**src/rtl/csum_seq_pkg.sv**
```systemverilog
package csum_seq_pkg;
  typedef enum logic [1:0] {
    ST_IDLE  = 2'd0,
    ST_READ  = 2'd1,
    ST_WRITE = 2'd2
  } seq_state_e;

  typedef enum logic {
    OP_CHECK = 1'b0,
    OP_FIX   = 1'b1
  } seq_op_e;
endpackage

```
**src/rtl/csum_addr_ctr.sv**
```systemverilog
module csum_addr_ctr #(
  parameter int ADDR_W = 8
) (
  input  logic              clk,
  input  logic              rst_n,
  input  logic              clr_i,
  input  logic              inc_i,
  output logic [ADDR_W-1:0] addr_o
);
  always_ff @(posedge clk or negedge rst_n) begin
    if (!rst_n)     addr_o <= '0;
    else if (clr_i) addr_o <= '0;
    else if (inc_i) addr_o <= addr_o + 1'b1;
  end
endmodule

```
**src/rtl/csum_accum.sv**
```systemverilog
module csum_accum #(
  parameter int DATA_W = 16
) (
  input  logic              clk,
  input  logic              rst_n,
  input  logic              clr_i,
  input  logic              add_i,
  input  logic [DATA_W-1:0] word_i,
  output logic [DATA_W-1:0] sum_o,
  output logic [DATA_W-1:0] sum_next_o
);
  // wraparound: carry out of the top bit is dropped
  assign sum_next_o = sum_o + word_i;

  always_ff @(posedge clk or negedge rst_n) begin
    if (!rst_n)     sum_o <= '0;
    else if (clr_i) sum_o <= '0;
    else if (add_i) sum_o <= sum_next_o;
  end
endmodule

```
**src/rtl/csum_ctrl.sv**
```systemverilog
module csum_ctrl
  import csum_seq_pkg::*;
#(
  parameter int              ADDR_W    = 8,
  parameter int              DATA_W    = 16,
  parameter logic [ADDR_W-1:0] CSUM_ADDR = 8'h3F,
  parameter logic [DATA_W-1:0] SIGNATURE = 16'hBABA
) (
  input  logic              clk,
  input  logic              rst_n,
  input  logic              start_i,
  input  logic              mode_i,
  input  logic              req_ready_i,
  input  logic              rsp_err_i,
  input  logic [ADDR_W-1:0] addr_i,
  input  logic [DATA_W-1:0] sum_i,
  input  logic [DATA_W-1:0] sum_next_i,
  output logic              clr_o,
  output logic              inc_o,
  output logic              add_o,
  output logic              busy_o,
  output logic              done_o,
  output logic              pass_o,
  output logic              err_o,
  output logic              req_valid_o,
  output logic              req_we_o,
  output logic [ADDR_W-1:0] req_addr_o,
  output logic [DATA_W-1:0] req_wdata_o
);
  localparam logic [ADDR_W-1:0] LAST_FIX_RD =
    (CSUM_ADDR == '0) ? '0 : ADDR_W'(CSUM_ADDR - 1'b1);

  seq_state_e state_q;
  seq_op_e    op_q;
  logic       hs;
  logic       last_rd;
  logic       fix_no_reads;

  generate
    if (CSUM_ADDR == '0) begin : g_empty_body
      assign fix_no_reads = 1'b1;
    end else begin : g_body
      assign fix_no_reads = 1'b0;
    end
  endgenerate

  assign hs      = req_valid_o && req_ready_i;
  assign last_rd = (op_q == OP_FIX) ? (addr_i == LAST_FIX_RD)
                                    : (addr_i == CSUM_ADDR);

  assign busy_o      = (state_q != ST_IDLE);
  assign req_valid_o = busy_o;
  assign req_we_o    = (state_q == ST_WRITE);
  assign req_addr_o  = (state_q == ST_WRITE) ? CSUM_ADDR : addr_i;
  assign req_wdata_o = SIGNATURE - sum_i;

  assign clr_o = (state_q == ST_IDLE) && start_i;
  assign add_o = (state_q == ST_READ) && hs && !rsp_err_i;
  assign inc_o = add_o && !last_rd;

  always_ff @(posedge clk or negedge rst_n) begin
    if (!rst_n) begin
      state_q <= ST_IDLE;
      op_q    <= OP_CHECK;
      done_o  <= 1'b0;
      pass_o  <= 1'b0;
      err_o   <= 1'b0;
    end else begin
      done_o <= 1'b0;
      unique case (state_q)
        ST_IDLE: begin
          if (start_i) begin
            op_q   <= seq_op_e'(mode_i);
            pass_o <= 1'b0;
            err_o  <= 1'b0;
            if (seq_op_e'(mode_i) == OP_FIX && fix_no_reads)
              state_q <= ST_WRITE;
            else
              state_q <= ST_READ;
          end
        end
        ST_READ: begin
          if (hs) begin
            if (rsp_err_i) begin
              err_o   <= 1'b1;
              done_o  <= 1'b1;
              state_q <= ST_IDLE;
            end else if (last_rd) begin
              if (op_q == OP_CHECK) begin
                pass_o  <= (sum_next_i == SIGNATURE);
                done_o  <= 1'b1;
                state_q <= ST_IDLE;
              end else begin
                state_q <= ST_WRITE;
              end
            end
          end
        end
        ST_WRITE: begin
          if (hs) begin
            err_o   <= rsp_err_i;
            done_o  <= 1'b1;
            state_q <= ST_IDLE;
          end
        end
        default: state_q <= ST_IDLE;
      endcase
    end
  end
endmodule

```
**src/rtl/csum_seq.sv**
```systemverilog
module csum_seq #(
  parameter int              ADDR_W    = 8,
  parameter int              DATA_W    = 16,
  parameter logic [ADDR_W-1:0] CSUM_ADDR = 8'h3F,
  parameter logic [DATA_W-1:0] SIGNATURE = 16'hBABA
) (
  input  logic              clk,
  input  logic              rst_n,
  input  logic              start_i,
  input  logic              mode_i,
  output logic              busy_o,
  output logic              done_o,
  output logic              pass_o,
  output logic              err_o,
  output logic              req_valid_o,
  input  logic              req_ready_i,
  output logic              req_we_o,
  output logic [ADDR_W-1:0] req_addr_o,
  output logic [DATA_W-1:0] req_wdata_o,
  input  logic [DATA_W-1:0] rsp_rdata_i,
  input  logic              rsp_err_i
);
  logic              ctr_clr, ctr_inc, acc_add;
  logic [ADDR_W-1:0] rd_addr;
  logic [DATA_W-1:0] sum, sum_next;

  csum_addr_ctr #(.ADDR_W(ADDR_W)) u_addr (
    .clk(clk), .rst_n(rst_n), .clr_i(ctr_clr), .inc_i(ctr_inc), .addr_o(rd_addr)
  );

  csum_accum #(.DATA_W(DATA_W)) u_acc (
    .clk(clk), .rst_n(rst_n), .clr_i(ctr_clr), .add_i(acc_add),
    .word_i(rsp_rdata_i), .sum_o(sum), .sum_next_o(sum_next)
  );

  csum_ctrl #(
    .ADDR_W(ADDR_W), .DATA_W(DATA_W), .CSUM_ADDR(CSUM_ADDR), .SIGNATURE(SIGNATURE)
  ) u_ctrl (
    .clk(clk), .rst_n(rst_n), .start_i(start_i), .mode_i(mode_i),
    .req_ready_i(req_ready_i), .rsp_err_i(rsp_err_i),
    .addr_i(rd_addr), .sum_i(sum), .sum_next_i(sum_next),
    .clr_o(ctr_clr), .inc_o(ctr_inc), .add_o(acc_add),
    .busy_o(busy_o), .done_o(done_o), .pass_o(pass_o), .err_o(err_o),
    .req_valid_o(req_valid_o), .req_we_o(req_we_o),
    .req_addr_o(req_addr_o), .req_wdata_o(req_wdata_o)
  );
endmodule

```
**config.mk**
```make
export PLATFORM = sky130hd
export DESIGN_NAME = csum_seq
export DESIGN_NICKNAME = d
export VERILOG_FILES = /design/src/rtl/csum_seq_pkg.sv /design/src/rtl/csum_addr_ctr.sv /design/src/rtl/csum_accum.sv /design/src/rtl/csum_ctrl.sv /design/src/rtl/csum_seq.sv
export SDC_FILE = /design/constraint.sdc
export NUM_CORES = 1
export LEC_CHECK = 0
export BUFFER_PORTS_ARGS = -buffer_cell sky130_fd_sc_hd__buf_4
export CAP_MARGIN = 0
export CORE_MARGIN = 10
export CORE_UTILIZATION = 52
export CTS_BUF_LIST = sky130_fd_sc_hd__clkbuf_4 sky130_fd_sc_hd__clkbuf_8
export CTS_CLUSTER_SIZE = 8
export DETAILED_ROUTE_END_ITERATION = 16
export PLACE_DENSITY = 0.78
export RECOVER_POWER = 25
export SETUP_SLACK_MARGIN = 0.2
export SKIP_CTS_REPAIR_TIMING = 1
export SLEW_MARGIN = 20
export SYNTH_ARGS = -nofsm -noshare
export SYNTH_HDL_FRONTEND = slang
export SYNTH_SLANG_ARGS = --single-unit
```
**constraint.sdc**
```tcl
create_clock -name clk -period 2.5 [get_ports clk]
set_input_delay 0.25 -clock clk [delete_from_list [all_inputs] [get_ports clk]]
set_output_delay 0.25 -clock clk [all_outputs]
set_load 0.1 [all_outputs]
```
Word-level counts from Yosys, hierarchy flattened:

Cells that the tools add are included.

* mux-type cells: 29
* add/subtract/negate cells: 3
* reduce and logical (&&, ||, !) cells: 17
* equal/unequal tests: 13

Operators with widths (count)
* $mux W16: 2
* $mux W8: 3
* $add A16 B16 Y16: 1
* $eq A16 B16 Y1 const B: 1
* $eq A8 B6 Y1 const B: 2
* $sub A16 B16 Y16 const A: 1
* $mux W1: 14
* $mux W2: 6
* $add A8 B1 Y8 const B: 1
* $ne A2 B2 Y1 const B: 4
* $reduce_bool A2 Y1: 4
* $ne A2 B1 Y1 const B: 3
* $pmux W2 S3: 1
* $reduce_and A6 Y1: 1
* $logic_and A1 B1 Y1: 5
* $reduce_and A5 Y1: 1
* $pmux W1 S2: 2
* $reduce_and A4 Y1: 1
* $ne A3 B2 Y1 const B: 1
* $pmux W1 S3: 1
* $reduce_bool A3 Y1: 1
* $eq A2 B1 Y1 const B: 1
* $eq A2 B2 Y1 const B: 1
* $logic_not A1 Y1: 2
* 2 further kinds: 2

* bits of input ports: 22
* register bits: 30
* output and inout bits: 30
* word-level logic and storage cells: 69

Depth between registers and ports, before layout:

Gate-level depths: netlist (run 1).

* depth after elaboration: 7
* mapped depth: 9
* depth with buffers taken out: 9

Modules after synthesis:

From an unflattened synthesis (run 1), not the netlist that was laid out.

* cell total of the unflattened synthesis: 297
* area total of the unflattened synthesis: 2643.8 µm²

Modules (own cells, without submodules)
* csum_accum: area an instance 1397.6 µm², cells each 149, times used 1
* csum_ctrl: area an instance 849.6 µm², cells each 111, times used 1
* csum_addr_ctr: area an instance 396.6 µm², cells each 37, times used 1

Least setup slack after synthesis (run 1):

No wires, ideal clock.

* path kind: register to output
* from: register u_acc.sum_o[1]
* to: output req_wdata_o[12]
* stages on the path, launching flop included: 9
* arrival time: 2.998 ns
* slack: -0.748 ns
* cell sequence: dfrtp_1 > ha_1 > o21ai_0 > nor2_1 > o21a_1 > o21ai_0 > nand2b_1 > nand2_1 > xor2_1

* longest elaborated chain between the ends: 1

Ends and longest elaborated chain
* start: declaration: line csum_accum.sv:9 `output logic [DATA_W-1:0] sum_o,`
* start signal: assignment: line csum_accum.sv:18 `else if (add_i) sum_o <= sum_next_o;`
* $sub A16 B16 Y16: line csum_ctrl.sv:55 `assign req_wdata_o = SIGNATURE - sum_i;`
* end: declaration: line csum_seq.sv:19 `output logic [DATA_W-1:0] req_wdata_o,`

Every way passes these cells.

Final worst setup path (run 1):

* from: register u_acc.sum_o[0]
* to: output req_wdata_o[15]

The elaborated chain is that of the path after synthesis.

==> out/metrics.cfg, run 1 <==
[logic_synthesis]
syn_area_mm2=0.002499
synth.distinct_cells=51
synth_edf_count=0
syn-instance-count=296
ys_ff_latch=30
synth-async-reset-ratio=1.000
postSynthAreaPerCell_um2=8.441
ys.flop_type=dfrtp_1
yosysSeqAreaShare=0.3005
ys.warnings.count=0
syn_nets=340

[die]
dieWidth_um=89.32
dieArea_mm2=0.007978
row_count=25
core_area_mm2=0.004692
io_pins=52
initial_core_util=0.5325
die_h_um=89.32

[clock_network]
cts_max_level=2
clock_path_buffers=2
clk_latency_ps=300
clkSlewWorstSetupHoldPaths_ps=70
clock_sinks=30
tritoncts.num_buffers=5
cts_tree=done
ctsRootBufferMaster=clkbuf_8

[route]
wl_per_cell_um=18.46
drt-initial-drc-count=239
vias=2673
routed_wl_um=8029
vias_per_cell=6.145
ant_nets=0
drc=0
drt-pass1-iter-count=5

[timing]
setup_ws_ps=-57.82
finalCritPeriodShare=1.023
slew_headroom=-0.1353
rsz0062_at_grt=true
drv_slew=31
final-hold-violation-count=0
final-setup-viol-count=4
fin_worst_skew_ps=10.01
min_period_ps=2558
worst_slew_pin_slew_ps=1703
fin_hold_ws_ps=160.5
max_freq_mhz=391.0

[grt]
grt_pass1_wl_um=11760
grt-ovfl-total=0
grtUsageTotal=0.1856
first_global_vias=2534
grt_max_degree=31
antenna_found_initial=0

[pwr]
ir_worst_vdd_mv=0.8378
power.density_mw_per_mm2=1212
leakagePower_nw=1.764

[final_layout]
area_growth_pct=47.02
antenna_cells=0
utilization=0.7829
final_nets=424
fillers=329
layout_commonest_cell=buf_4
most-common-layout-cells=buf_4 (76), dfrtp_1 (28), nand2_1 (24)
drive_above_1_share=0.3701

[worst_setup_path]
critPathMaxStageDelay_ps=440
r2r_setup_slack_ps=-40
crit_slowest_cell=dfrtp_2
worst_path_most_repeated_cell=buf_4
cp_cell_sequence=buf_4 -> a21oi_4 -> nor3b_2 -> o21a_1 -> o21a_2 -> nor2_4 -> o21bai_1 -> buf_4 -> xnor2_4 -> buf_12
path_buf_inv=3
cp.arrival_ps=2310
critPathKind=reg2out
crit_path_end_kind=output pin
startpoint=u_acc.sum_o[0]
cp.required_ps=2250
critPathLaunchType=flip-flop
cpLargestDelayFamily=compound AO/OA/AOI/OAI gates
crit_path_max_fanout=4
r2r-start=u_acc.sum_o[5]

[run_status]
violations=max-capacitance violations, max-slew violations, negative setup slack
status=finished, violations left

[placement]
dp_hpwl_um=5477
place_ws_ps=-195.7
place.gp.congestion=0.8695
io_buffers=51

[job]
max_cap_viol_count=1

[min_path]
min-delay-start=mode_i
hp-class=in2reg

[registers in the layout, indices dropped and copies added, names as in the netlist]
| signal | cells |
|---|---|
| u_addr.addr_o | 8 |
| u_ctrl.op_q | 1 |
| u_ctrl.state_q | 2 |
| u_ctrl.pass_o | 1 |
| u_ctrl.done_o | 1 |
| u_ctrl.err_o | 1 |
| u_acc.sum_o | 16 |
[per-layer routing]
| layer | GRT usage | part of all wire | up-vias |
|---|---|---|---|
| met1 | 0.2321 | 0.41 | 1274 |
| met5 | 0 | 0 | - |
| met4 | 0.05347 | 0.024 | 0 |
| met2 | 0.3089 | 0.49 | 144 |
| met3 | 0.04467 | 0.077 | 31 |
| li1 | - | - | 1224 |
[cells by family (layout without fill, tap and decap cells)]
logic type,after synthesis,in the layout,share of synthesized area
AOI/OAI and AO/OA,79,79,0.2138
xor gates and xnor gates,29,29,0.1017
adders and majority gates,22,22,0.1132
buffers and inverters,24,109,0.03955
DFF,30,30,0.3005
muxes,3,3,0.01202
and+or+nand+nor,109,109,0.2193
[final timing paths]
check                      depth (start not counted)         endpoint
min in group asynchronous                          2   u_acc.sum_o[9]
max in group asynchronous                          2   u_acc.sum_o[1]
min                                                3      u_ctrl.op_q
max reg2reg                                        8    u_ctrl.pass_o
min reg2reg                                        2     u_ctrl.err_o
max                                               10  req_wdata_o[15]
[Yosys cell counts (3+ instances only)]
master     n  area share
o31ai_1    3      0.0090
a21oi_1   19       0.038
nand4_1    4       0.010
nor3_1     7       0.014
nor2_1    24       0.036
dfrtp_1   30        0.30
and3_1     3      0.0075
nor2b_1    4       0.010
a211oi_1   3      0.0090
inv_1     15       0.023
or2_2      9       0.023
nand2b_1   4       0.010
clkbuf_1   6      0.0090
ha_1      21        0.11
nand2_1   24       0.036
nand3_1   18       0.036
xor2_1    13       0.046
o21ai_0   23       0.046
nand3b_1   3      0.0090
a21o_1     6       0.018
mux2i_1    3       0.012
xnor2_1   16       0.056
o21a_1     4       0.012
or3_1      3      0.0075
[area by class of cell]
| cell class | count | area [um2] | share of cell area |
|---|---|---|---|
| Tap cell | 54 | 67.56 | 0.01839 |
| Multi-Input combinational cell | 242 | 1919 | 0.5225 |
| Timing Repair Buffer | 86 | 730.7 | 0.1989 |
| Clock inverter | 2 | 60.06 | 0.01635 |
| Sequential cell | 30 | 753.2 | 0.2050 |
| Clock buffer | 6 | 82.58 | 0.02248 |
| Inverter | 15 | 60.06 | 0.01635 |
[per-stage QoR]
step | instances | TNS, ps | instance area [um2] | power (mW)
4_1_cts | 427 | -1592 | 3391 | 4.071
3_5_place_dp | 419 | -250.4 | 3248 | 3.422
6_report | 435 | -126.4 | 3674 | 4.454
3_3_place_gp | 419 | -10.94 | 3248 | 3.377
2_1_floorplan | 296 | -858.6 | 2638 | 2.769
5_1_grt | 435 | -568.6 | 3674 | 4.639
[power by group]
part,switching [mW],leakage [nW],total [mW],internal [mW]
combinational,2.05,1.29,3.09,1.04
clock,0.217,0.0714,0.642,0.425
sequential,0.129,0.407,0.722,0.593
total,2.39,1.76,4.45,2.06
[worst min-delay path, stage by stage]
cell and delay [ps]:
buf_4 80, nand2_1 30, o21ai_0 50
Note: power is estimated with default switching activity, not from simulation.
==> inputs of run 2 (changes only) <==
- GPL_TIMING_DRIVEN: unset -> 0
- SLEW_MARGIN: 20 -> unset
==> run 2 against run 1 <==
  * Combinational power shrank 4%
  * The run still ends with max-capacitance violations, max-slew violations, negative setup slack left
  * Register-to-register slack improved by 30 ps
  * Non-clock buffer count fell by 10
  * Maximum frequency fell by 0.34%
  * Final area down 0.41%
  * Core utilization decreased by 0.32 points
  * Hold slack better by 4.1 ps
  * Sequential power is 12% higher
  * Largest power group unchanged
  * Critical path type unchanged
  * Via count shrank 6.0%
  * Wire length shrank 7.1%
  * Total power decreased by 4.6%
==> out/metrics.cfg, run 2 (same netlist as run 1, synthesis figures left out) <==
[placement]
place.gp.congestion=0.8694  ; about the same
dp_hpwl_um=5104  ; -6.8%
place_inst=401  ; -4.3%
io_buffers=51  ; unchanged

[route]
vias=2512  ; -6.0%
vias_per_cell=5.911  ; -3.8%
drt-pass1-iter-count=4  ; -1
drc=0  ; unchanged
routed_wl_um=7460  ; -7.1%
drt-initial-drc-count=138  ; -42%
wl_per_cell_um=17.55  ; -4.9%
ant_nets=0  ; unchanged

[grt]
grt_pass1_wl_um=10820  ; -8.0%
grt-ovfl-total=0  ; unchanged
grtUsageTotal=0.1710  ; -0.01459
grt_max_degree=31  ; unchanged
first_global_vias=2325  ; -8.2%
antenna_found_initial=0  ; unchanged

[final_layout]
fin_cells=425  ; -2.3%
layout_commonest_cell=buf_4
antenna_cells=0  ; unchanged
area_growth_pct=46.42
final_nets=414  ; -2.4%
largest_register_ffs=16  ; unchanged
reg_top3=u_acc.sum_o x16, u_addr.addr_o x8, u_ctrl.state_q x2
largest_register=u_acc.sum_o
drive_above_1_share=0.3720  ; +0.001889
most-common-layout-cells=buf_4 (56), dfrtp_1 (25), nand2_1 (23)

[pwr]
internal_power_mw=1.897  ; -7.9%
swShare=0.5534  ; +0.01585
leakagePower_nw=1.685  ; -4.5%
combPwrFrac=0.699  ; +0.005
seq_power_share=0.191  ; +0.029
p_sw_mw=2.350  ; -1.8%
power.density_mw_per_mm2=1161  ; -4.3%
ir_worst_vdd_mv=0.7801  ; -6.9%
power_mw=4.247  ; -4.6%
pwr-share-clk=0.111  ; -0.033

[timing]
max_freq_mhz=389.6  ; -0.34%
final-hold-violation-count=0  ; unchanged
worst_slew_pin_slew_ps=1648  ; -54.53 ps
fin_worst_skew_ps=4.212  ; -5.796 ps
drv_slew=31  ; unchanged
setup_ws_ps=-66.43  ; -8.604 ps
final-setup-viol-count=3  ; -1
min_period_ps=2566  ; +8.604 ps
rsz0062_at_grt=true
finalCritPeriodShare=1.027  ; +0.003442
slew_headroom=-0.09899  ; +0.03635
finalSetupTns_ps=-138.9  ; -12.45 ps

[worst_setup_path]
path_buf_inv=2  ; -1
cp-endpoint=req_wdata_o[14]
critPathKind=reg2out
cp.required_ps=2250  ; about the same
r2r_setup_slack_ps=-10  ; +30 ps
cp.arrival_ps=2320  ; about the same
cpLargestDelayFamily=compound AO/OA/AOI/OAI gates
cp_cell_sequence=buf_6 -> ha_4 -> o21ai_4 -> nor2_4 -> o21a_1 -> o21ai_2 -> nand2b_1 -> nand2b_1 -> xnor2_4 -> buf_12
worstSetupPathDepth=10  ; unchanged
r2r_end=u_ctrl.pass_o
critPathMaxStageDelay_ps=460  ; +20 ps
r2r-start=u_acc.sum_o[2]
startpoint=u_acc.sum_o[0]
crit_path_max_fanout=4  ; unchanged
r2r_cells=8  ; unchanged
worst_path_most_repeated_cell=nand2b_1
crit_slowest_cell=dfrtp_2
crit_path_end_kind=output pin
critPathLaunchType=flip-flop

[die]
core_area_mm2=0.004692  ; unchanged
io_pins=52  ; unchanged
dieWidth_um=89.32  ; unchanged
initial_core_util=0.5325  ; unchanged
dieArea_mm2=0.007978  ; unchanged
row_count=25  ; unchanged
die_h_um=89.32  ; unchanged

[clock_network]
clock_sinks=30  ; unchanged
clkSlewWorstSetupHoldPaths_ps=70  ; about the same
tritoncts.num_buffers=5  ; unchanged
cts_tree=done
clock_path_buffers=2  ; unchanged
cts_max_level=2  ; unchanged
ctsRootBufferMaster=clkbuf_8
clk_latency_ps=290  ; about the same

[run_status]
status=finished, violations left
violations=max-capacitance violations, max-slew violations, negative setup slack

[job]
max_cap_viol_count=1  ; unchanged

[min_path]
hp-class=in2reg

run 2: changes by cell type in the layout (fill, tap and decap cells not counted), sizes merged:
cell,delta
bufinv,-2
clkbuf,+9
buf,-17
run 2: stage by stage:
stage	utilization	hold WS (ps)	setup WS, ps	instance area [um2]
after floorplan	-	-45.59	-325.5	2638
after global placement	0.6581	200.8	-169.9	3088
after detailed placement	0.6581	201.7	-204.0	3088
after CTS	0.6816	-114.3	-514.8	3198
after global routing	0.7797	164.8	-142.0	3659
final	0.7797	164.6	-66.43	3659
run 2: area by class of cell:
class                      instances  area (um2)
fill                             323        1033
sequential                        30       757.0
inverter                          15       60.06
buffer                             9       47.55
multi-input combinational        242        2012
timing repair buffer              67       604.3
tap                               54       67.56
clock buffer                       8       110.1
run 2: worst min path at each step:
stage,start,end,slack [ps],depth (start not counted)
2_1_floorplan,rst_n,u_acc.sum_o[0],-50,0
3_3_place_gp,rst_n,u_ctrl.state_q[1],200,1
4_1_cts,rst_n,u_ctrl.state_q[1],-110,1
3_5_place_dp,rst_n,u_ctrl.state_q[1],200,1
5_1_grt,mode_i,u_ctrl.op_q,160,3
6_report,mode_i,u_ctrl.op_q,160,3
run 2: worst reg2reg max path, stage by stage, from the launching register on:
cell and delay [ps]:
dfrtp_2 470, ha_4 340, nand3_2 130, o2111ai_4 250, a31oi_4 170, o41ai_4 420, xnor2_1 180, or3b_1 360
o21ai_1 130
run 2: layer usage:
layer | share of wire | track usage
met1 | 0.43 | 0.2150
met2 | 0.51 | 0.2739
met3 | 0.052 | 0.04467
met4 | 0.016 | 0.06358
met5 | 0 | 0
run 2: power by group through the flow:
stage                     logic, mW  registers (mW)  clock network (mW)
final                          2.97           0.810               0.470
after CTS                      2.52           0.771               0.477
after detailed placement       2.50           0.779                   0
after global placement         2.48           0.777                   0
after floorplan                1.97           0.801                   0
after global routing           3.14           0.824               0.501
==> inputs of run 3 (changes only) <==
- CORE_UTILIZATION: 52 -> 57
- PLACE_DENSITY: 0.78 -> 0.82
- clock period: 2.5 -> 2.7 ns (I/O delays scaled with it)
==> run 3 against run 2 <==
  * The run ends with max-capacitance violations, max-slew violations left
  * Total power is 14% lower
  * Sequential power down 8.6%
  * Wire length down 5.5%
  * Non-clock buffer count shrank 9
  * Final area down 7.1%
  * Critical endpoint unchanged
  * Largest power group unchanged
  * Cell count down 2.6%
  * Die area decreased by 6.8%
  * Via count is 1.8% lower
  * Clock skew is 0.80 ps higher
  * Combinational power down 15%
  * Global-route usage increased by 0.51 points
==> out/metrics.cfg, run 3 (same netlist as run 1, synthesis figures left out) <==
[worst_setup_path]
r2r-start=u_acc.sum_o[0]
r2r_cells=9  ; +1
crit_path_end_kind=output pin
r2r_end=u_ctrl.pass_o
critPathLaunchType=flip-flop
critPathKind=reg2out
cp.required_ps=2430  ; +180 ps
r2r_setup_slack_ps=200  ; +210 ps
crit_path_max_fanout=5  ; +1
cp.arrival_ps=2280  ; -40 ps

[timing]
slew_headroom=-0.07989  ; +0.01909
finalCritPeriodShare=0.9449
finalSetupTns_ps=0  ; +138.9 ps
final-hold-violation-count=0  ; unchanged
drv_slew=31  ; unchanged
max_freq_mhz=392.0
final-setup-viol-count=0  ; -3
fin_worst_skew_ps=5.008  ; +0.7953 ps
rsz0062_at_grt=true
setup_ws_ps=148.8  ; +215.2 ps
worst_slew_pin_slew_ps=1620  ; -28.64 ps
min_period_ps=2551
fin_hold_ws_ps=191.1  ; +26.50 ps

[route]
drc=0  ; unchanged
ant_nets=0  ; unchanged
wl_per_cell_um=17.02  ; -3.0%
routed_wl_um=7046  ; -5.5%
vias=2467  ; -1.8%
drt-pass1-iter-count=4  ; unchanged
vias_per_cell=5.959  ; +0.82%
drt-initial-drc-count=198  ; +43%

[pwr]
leakagePower_nw=1.594  ; -5.4%
power.density_mw_per_mm2=1072  ; -7.7%
ir_worst_vdd_mv=0.8330  ; +6.8%
power_mw=3.641  ; -14%

[final_layout]
layout_commonest_cell=buf_4
drive_above_1_share=0.3204  ; -0.05153
final_nets=405  ; -2.2%
area_growth_pct=35.95
most-common-layout-cells=buf_4 (53), dfrtp_1 (26), nand2_1 (24)
largest_register_ffs=16  ; unchanged
antenna_cells=0  ; unchanged
largest_register=u_acc.sum_o
reg_top3=u_acc.sum_o x16, u_addr.addr_o x8, u_ctrl.state_q x2

[grt]
grt.busiest_layer=met2
grtUsageMet1=0.2235  ; +0.008457
grt_max_degree=31  ; unchanged
grt.met3_usage=0.03846  ; -0.006206
grt_pass1_wl_um=10900  ; +0.70%
antenna_found_initial=0  ; unchanged
grt_util_met2=0.2819  ; +0.008020
first_global_vias=2363  ; +1.6%
grt-ovfl-total=0  ; unchanged
grtUsageTotal=0.1761  ; +0.005129

[clock_network]
clk_latency_ps=280  ; about the same
clock_path_buffers=2  ; unchanged
clkSlewWorstSetupHoldPaths_ps=60  ; about the same
cts_max_level=2  ; unchanged
tritoncts.num_buffers=5  ; unchanged
ctsRootBufferMaster=clkbuf_8
cts_tree=done
clock_sinks=30  ; unchanged

[min_path]
whs_path_depth=3  ; unchanged
hp-class=in2reg
min-delay-start=mode_i
hold_end=u_ctrl.op_q

[die]
core_area_mm2=0.004294  ; -8.5%
initial_core_util=0.5819  ; +0.04934
row_count=24  ; -4.0%
die_h_um=86.21  ; -3.5%
dieWidth_um=86.21  ; -3.5%
io_pins=52  ; unchanged
dieArea_mm2=0.007432  ; -6.8%

[run_status]
status=finished, violations left
violations=max-capacitance violations, max-slew violations

[placement]
place.gp.congestion=0.8594  ; -1.2%
place_ws_ps=-143.9  ; +60.01 ps
io_buffers=51  ; unchanged
dp_hpwl_um=5146  ; +0.82%

[job]
max_cap_viol_count=1  ; unchanged

## run 3: cell count changes in the layout (fill, tap and decap cells not counted), moves of 2 or more
cell,before,now
buf_4,56,53
ha_4,6,4
clkbuf_1,5,7
nor2b_1,1,4
nor2_4,3,1
nor2b_4,2,0
clkbuf_8,8,6
ha_1,13,16
buf_12,7,2
clkbuf_2,2,0
## run 3: cell type report
type                       instances  area [um2]
buffer                             9       42.54
clock buffer                       7       90.09
clock inverter                     1       5.005
fill                             291       897.1
inverter                          15       60.06
multi-input combinational        242        1908
sequential                        30       755.7
tap                               52       65.06
timing repair buffer              58       470.5
## run 3: per-layer routing
| metal | wire [um] | share of wire |
|---|---|---|
| met1 | 3112 | 0.44 |
| met2 | 3373 | 0.48 |
| met3 | 400 | 0.057 |
| met4 | 159 | 0.023 |
| met5 | 0 | 0 |
## run 3: critical path, stage by stage, from the launching register on
cell and delay, ps:
dfrtp_2 470, ha_1 260, o21ai_2 180, nor2_1 100, o21a_1 200, o21ai_2 180, nand2b_1 100, nand2b_1 170
xnor2_4 150, buf_12 190
## run 3: how the worst max path moves through the flow
| stage | start | end | slack [ps] | depth (start not counted) |
|---|---|---|---|---|
| after global placement | u_acc.sum_o[1] | req_wdata_o[14] | -10 | 9 |
| after detailed placement | u_acc.sum_o[0] | u_ctrl.pass_o | -140 | 9 |
| after global routing | u_acc.sum_o[0] | req_wdata_o[14] | 70 | 9 |
| after floorplan | u_ctrl.state_q[0] | req_addr_o[6] | -190 | 4 |
| after CTS | u_acc.sum_o[0] | req_wdata_o[14] | -360 | 9 |
| final | u_acc.sum_o[0] | req_wdata_o[14] | 150 | 9 |
## run 3: power by group
part           internal, mW  switching (mW)
Sequential            0.550           0.189
Combinational         0.782            1.73
Clock                 0.215           0.171
## run 3: metrics by stage
step / instance area (um2) / instances / util
floorplan: 2604 / 296 / -
global placement: 3052 / 399 / 0.7107
detailed placement: 3052 / 399 / 0.7107
CTS: 3147 / 407 / 0.7328
global route: 3397 / 414 / 0.7911
finish: 3397 / 414 / 0.7911
